<file path="config.mk">
export PLATFORM = sky130hd
export DESIGN_NAME = flash_accel
export DESIGN_NICKNAME = d
export VERILOG_FILES = /design/src/rtl/flash_accel.sv
export SDC_FILE = /design/constraint.sdc
export NUM_CORES = 1
export LEC_CHECK = 0
export BUFFER_PORTS_ARGS = -buffer_cell sky130_fd_sc_hd__buf_2
export CORE_MARGIN = 10
export CORE_UTILIZATION = 35
export CTS_BUF_LIST = sky130_fd_sc_hd__clkbuf_2
export DETAILED_ROUTE_END_ITERATION = 8
export MAX_ROUTING_LAYER = met4
export PLACE_DENSITY = 0.51
export SLEW_MARGIN = 20
export SYNTH_ARGS = -nofsm -noshare
export SYNTH_HDL_FRONTEND = slang
export SYNTH_SLANG_ARGS = --single-unit
</file>
<file path="constraint.sdc">
create_clock -name clk -period 1.85 [get_ports clk]
set_input_delay 0.37 -clock clk [delete_from_list [all_inputs] [get_ports clk]]
set_output_delay 0.37 -clock clk [all_outputs]
set_load 0.02 [all_outputs]
</file>
<file path="src/rtl/flash_accel.sv">
module flash_accel #(
  parameter int AW  = 8,
  parameter int DW  = 32,
  parameter int LWL = 2
) (
  input  logic                  clk,
  input  logic                  rst_n,
  input  logic                  cfg_we,
  input  logic                  cfg_sel,
  input  logic [2:0]            cfg_wdata,
  input  logic                  rd_valid,
  input  logic [AW-1:0]         rd_addr,
  input  logic                  rd_ifetch,
  input  logic                  rd_seq,
  output logic                  rd_ready,
  output logic [DW-1:0]         rd_data,
  output logic                  fl_req,
  output logic [AW-LWL-1:0]     fl_addr,
  input  logic [(DW<<LWL)-1:0]  fl_rdata
);
  localparam int LAW = AW - LWL;
  localparam int LDW = DW << LWL;

  typedef enum logic [1:0] {IDLE, WAIT, RESP} st_t;
  st_t state;

  logic [1:0]     mode_q;
  logic [2:0]     tim_q, cnt;
  logic           iv, dv, req_if;
  logic [LAW-1:0] itag, dtag;
  logic [LDW-1:0] iline, dline;
  logic [AW-1:0]  req_addr;
  logic [DW-1:0]  out_data;

  wire [LAW-1:0] line   = rd_addr[AW-1:LWL];
  wire [LWL-1:0] word   = rd_addr[LWL-1:0];
  wire           ihit   = iv && itag == line;
  wire           dhit   = dv && dtag == line;
  wire           use_hit = (mode_q == 2'b10) ? (ihit || dhit)
                         : (mode_q == 2'b01) ? (rd_ifetch && rd_seq && ihit)
                         : 1'b0;
  wire [LDW-1:0] hit_line = ihit ? iline : dline;
  wire [2:0]     eff_tim  = (tim_q == 3'd0) ? 3'd7 : tim_q;
  wire           mode_chg = cfg_we && !cfg_sel && cfg_wdata[1:0] != 2'b11
                            && cfg_wdata[1:0] != mode_q;

  assign rd_ready = state == RESP;
  assign rd_data  = out_data;
  assign fl_req   = state == WAIT;
  assign fl_addr  = req_addr[AW-1:LWL];

  always_ff @(posedge clk) begin
    if (!rst_n) begin
      mode_q <= 2'b00;
      tim_q  <= 3'd0;
    end else if (cfg_we) begin
      if (cfg_sel) tim_q <= cfg_wdata;
      else if (cfg_wdata[1:0] != 2'b11) mode_q <= cfg_wdata[1:0];
    end
  end

  always_ff @(posedge clk) begin
    if (!rst_n) begin
      state    <= IDLE;
      cnt      <= 3'd0;
      iv       <= 1'b0;
      dv       <= 1'b0;
      itag     <= '0;
      dtag     <= '0;
      iline    <= '0;
      dline    <= '0;
      req_addr <= '0;
      req_if   <= 1'b0;
      out_data <= '0;
    end else begin
      case (state)
        IDLE: if (rd_valid) begin
          if (use_hit) begin
            out_data <= hit_line[word*DW +: DW];
            state    <= RESP;
          end else begin
            req_addr <= rd_addr;
            req_if   <= rd_ifetch;
            cnt      <= eff_tim;
            state    <= WAIT;
          end
        end
        WAIT: if (cnt == 3'd1) begin
          out_data <= fl_rdata[req_addr[LWL-1:0]*DW +: DW];
          if (mode_q != 2'b00) begin
            if (req_if) begin
              iv    <= 1'b1;
              itag  <= req_addr[AW-1:LWL];
              iline <= fl_rdata;
            end else begin
              dv    <= 1'b1;
              dtag  <= req_addr[AW-1:LWL];
              dline <= fl_rdata;
            end
          end
          state <= RESP;
        end else begin
          cnt <= cnt - 3'd1;
        end
        default: state <= IDLE;
      endcase
      if (mode_chg) begin
        iv <= 1'b0;
        dv <= 1'b0;
      end
    end
  end

  a_r2_no_reserved_mode: assert property (@(posedge clk) disable iff (!rst_n)
    mode_q != 2'b11);

  a_r8_change_clears: assert property (@(posedge clk) disable iff (!rst_n)
    (cfg_we && !cfg_sel && cfg_wdata[1:0] != 2'b11 && cfg_wdata[1:0] != mode_q)
    |=> (!iv && !dv));

  a_r3_addr_steady: assert property (@(posedge clk) disable iff (!rst_n)
    (fl_req && $past(fl_req)) |-> $stable(fl_addr));

  a_r3_countdown: assert property (@(posedge clk) disable iff (!rst_n)
    (state == WAIT && $past(state == WAIT)) |-> (cnt == $past(cnt) - 3'd1 && cnt != 3'd0));

  a_r5_off_goes_to_flash: assert property (@(posedge clk) disable iff (!rst_n)
    (rd_ready && $past(mode_q == 2'b00)) |-> $past(fl_req));

  a_r7_partial_data_misses: assert property (@(posedge clk) disable iff (!rst_n)
    (rd_ready && $past(mode_q == 2'b01 && !rd_ifetch)) |-> $past(fl_req));

  a_r10_ready_pulse: assert property (@(posedge clk) disable iff (!rst_n)
    rd_ready |=> !rd_ready);
endmodule

</file>
==> results.yml <==
cells_and_area:
  final_common_cell: "nand2_1"
  layout_common_cells: "nand2_1 (548), a21oi_1 (280), dfxtp_1 (274), dlygate4sd3_1 (149), buf_2 (144)"
  stdcell_area_um2: 19710
  drive_gt1_frac: 0.2891
  syn_to_final_growth_pct: 36.81
  regArea_um2: 6505
  multi_input_area_um2: 7386
  fin_nets: 2199
  fillCellCount: 4029
clock_network:
  ctsLongestPathBuffers: 3
  h-tree-depth: 3
  cts_tree: "yes"
  clock_sinks: 321
  numCtsBuffers: 89
  clk_pin_slew_ps: 100
  clk-insertion-delay-late_ps: 1020
  cts-root-buf: "clkbuf_2"
timing:
  finalClockSkew_ps: 80.62
  period_needed_ps: 2107
  worst_slack_ps: -256.9
  rsz0062_at_grt: "true"
  hold_violations: 0
  drv_slew: 0
  slew_headroom: 0.6065
  tightestPinTransition_ps: 590.2
  hold_ws_ps: 105.2
  clock.fmax_mhz: 474.6
  setup_viol: 13
  period_share: 1.139
logic_synthesis:
  yosysUniqueCellTypes: 38
  synth.area.mux_share: 0.1515
  yosys.area_share.simple: 0.2002
  synthAdderAreaFrac: 0.001737
  synth_top_flop_cell: "dfxtp_1"
  syn_nets: 1808
  netlist_area_um2: 14410
  synth_top_family_by_area: "simple AND/OR/NAND/NOR gates"
  synth-edff-count: 0
  synth_cells: 1660
  synth_compound_area_frac: 0.1422
  synth-async-reset-ratio: 0
  synth-seq-cells: 321
  seq_area_frac_synth: 0.4460
  syn-mean-instance-area_um2: 8.679
  yosys_warnings: 0
  synth_xor_area_frac: 0.007295
route:
  ant_nets: 0
  drtIter0Drc: 1062
  dr.pass1.iters: 5
  wirelength_met1_mm: 23.80
  route.met3.wl_mm: 2.648
  wirelength_mm: 52.63
  wl_met2_mm: 25.19
  viasPerCell: 5.208
  routed.top_layer: "met4"
  drc_errors: 0
  wl_per_cell_um: 19.84
  vias: 13820
power:
  vdd_drop_max_uv: 309.9
  pwr-share-comb: 0.128
  leakage_nw: 7.181
  swShare: 0.2874
  seqPwrFrac: 0.498
  switching_power_mw: 4.052
  intPower_mw: 10.05
  p_clk_frac: 0.374
  p_per_area_nw_per_um2: 715.3
grt:
  grt_pass1_wl_mm: 77.03
  track_usage: 0.1983
  antenna_found_initial: 4
  grt_pass1_vias: 13760
  grt_overflow: 0
  grt_max_degree: 86
worst_setup_path:
  cp_max_fo: 3
  endpoint_kind: "primary output"
  cp_data_required_time_ps: 1480
  start_kind: "register"
  critPathKind: "register to primary output"
  arrival_ps: 1740
hold_path:
  min-delay-path-class: "primary input to register"
floorplanning:
  start_util: 0.3537
  die-area_um2: 49680
  core_area_um2: 40740
  rows: 74
  fp.dieH_um: 222.9
  io_pins: 186
  dieWidth_um: 222.9
run_status:
  outcome: "complete, but fails checks"
  violations: "setup timing"
placed_design:
  dp_hpwl_mm: 30.75
  post_dp_cell_area_um2: 16230
  gp_congestion: 0.7629
  port-buffer-count: 185
run:
  cap_violations: 0
final timing paths:
| check | start | end | slack [ps] | cells after the start |
|---|---|---|---|---|
| setup / recovery | state[1] | fl_req | -260 | 4 |
| hold / removal | rd_valid | state[1] | 110 | 5 |
| setup reg to reg | cnt[1] | dtag[3] | 60 | 10 |
| hold reg to reg | iline[74] | iline[74] | 460 | 2 |
power by group through the flow:
stage | combinational, mW | clock (mW) | sequential (mW)
floorplan | 0.758 | 0 | 7.18
global placement | 1.43 | 0 | 7.18
detailed placement | 1.44 | 0 | 7.18
CTS | 1.75 | 5.46 | 7.03
global route | 1.93 | 5.85 | 7.04
finish | 1.81 | 5.27 | 7.02
flip-flops by register name, indices dropped and copies added (netlist names):
register,flops
cnt,3
itag,6
dline,128
state,2
rd_data,32
req_if,1
dv,1
iline,128
tim_q,3
dtag,6
mode_q,2
req_addr,8
iv,1
layout make-up:
class / instances / area share
antenna: 4 / 0.0005078
clock buffer: 135 / 0.03428
clock inverter: 22 / 0.007109
inverter: 6 / 0.001650
multi-input combinational: 1184 / 0.3747
sequential: 321 / 0.3300
tap: 532 / 0.03377
timing repair buffer: 449 / 0.2180
critical path: stages, from the launching register on:
cell and delay, ps:
dfxtp_2 350, nand2b_4 140, inv_4 40, buf_8 110, buf_6 120
metrics by stage:
stage | TNS [ps] | util | std cells | total power [mW] | setup slack (ps)
after floorplan | -591.8 | - | 1660 | 7.937 | -21.81
after global routing | -2998 | 0.4838 | 2653 | 14.82 | -371.9
after global placement | -4644 | 0.3984 | 2299 | 8.616 | -172.1
after CTS | -3595 | 0.4661 | 2617 | 14.24 | -353.4
final | -648.5 | 0.4838 | 2653 | 14.10 | -256.9
after detailed placement | -3143 | 0.3984 | 2299 | 8.623 | -132.2
layer usage:
metal | vias to the layer above | track usage
met4 | 0 | 0.06975
li1 | 6580 | -
met1 | 6776 | 0.2496
met3 | 65 | 0.03530
met5 | - | -
met2 | 397 | 0.3155
cell usage after synthesis (4+ instances only):
cell type / n / area share
a32o_1: 32 / 0.022
buf_1: 6 / 0.0016
nor3_1: 5 / 0.0017
and2_1: 4 / 0.0017
inv_1: 4 / 0.0010
buf_4: 19 / 0.0099
nand2_1: 549 / 0.14
o21ai_0: 45 / 0.016
mux4_2: 96 / 0.15
nand2b_1: 37 / 0.016
a21oi_1: 284 / 0.099
dfxtp_1: 321 / 0.45
xnor2_1: 12 / 0.0073
clkbuf_1: 72 / 0.019
buf_2: 49 / 0.017
nor2_1: 15 / 0.0039
nand3_1: 80 / 0.028
repair_timing:
| item | CTS | global route |
|---|---|---|
| resized for setup | 131 | 46 |
| cloned | 1 | 20 |
| endpoints found under the setup margin | 73 | 309 |
| pin swaps | 1 | 5 |
| buffers inserted | 12 | 13 |
| endpoints found under the hold margin | 306 | 0 |
| hold buffers | 149 | 0 |
cell families (layout without fill, tap and decap cells):
| group | Yosys count | in the layout |
|---|---|---|
| other cells | 0 | 4 |
| buf+inv | 155 | 612 |
| compound gates | 370 | 370 |
| fa+ha+maj | 2 | 2 |
| xor+xnor | 12 | 12 |
| flops | 321 | 321 |
| mux | 98 | 98 |
| simple gates | 702 | 702 |
Note: power is estimated with default switching activity, not from simulation.
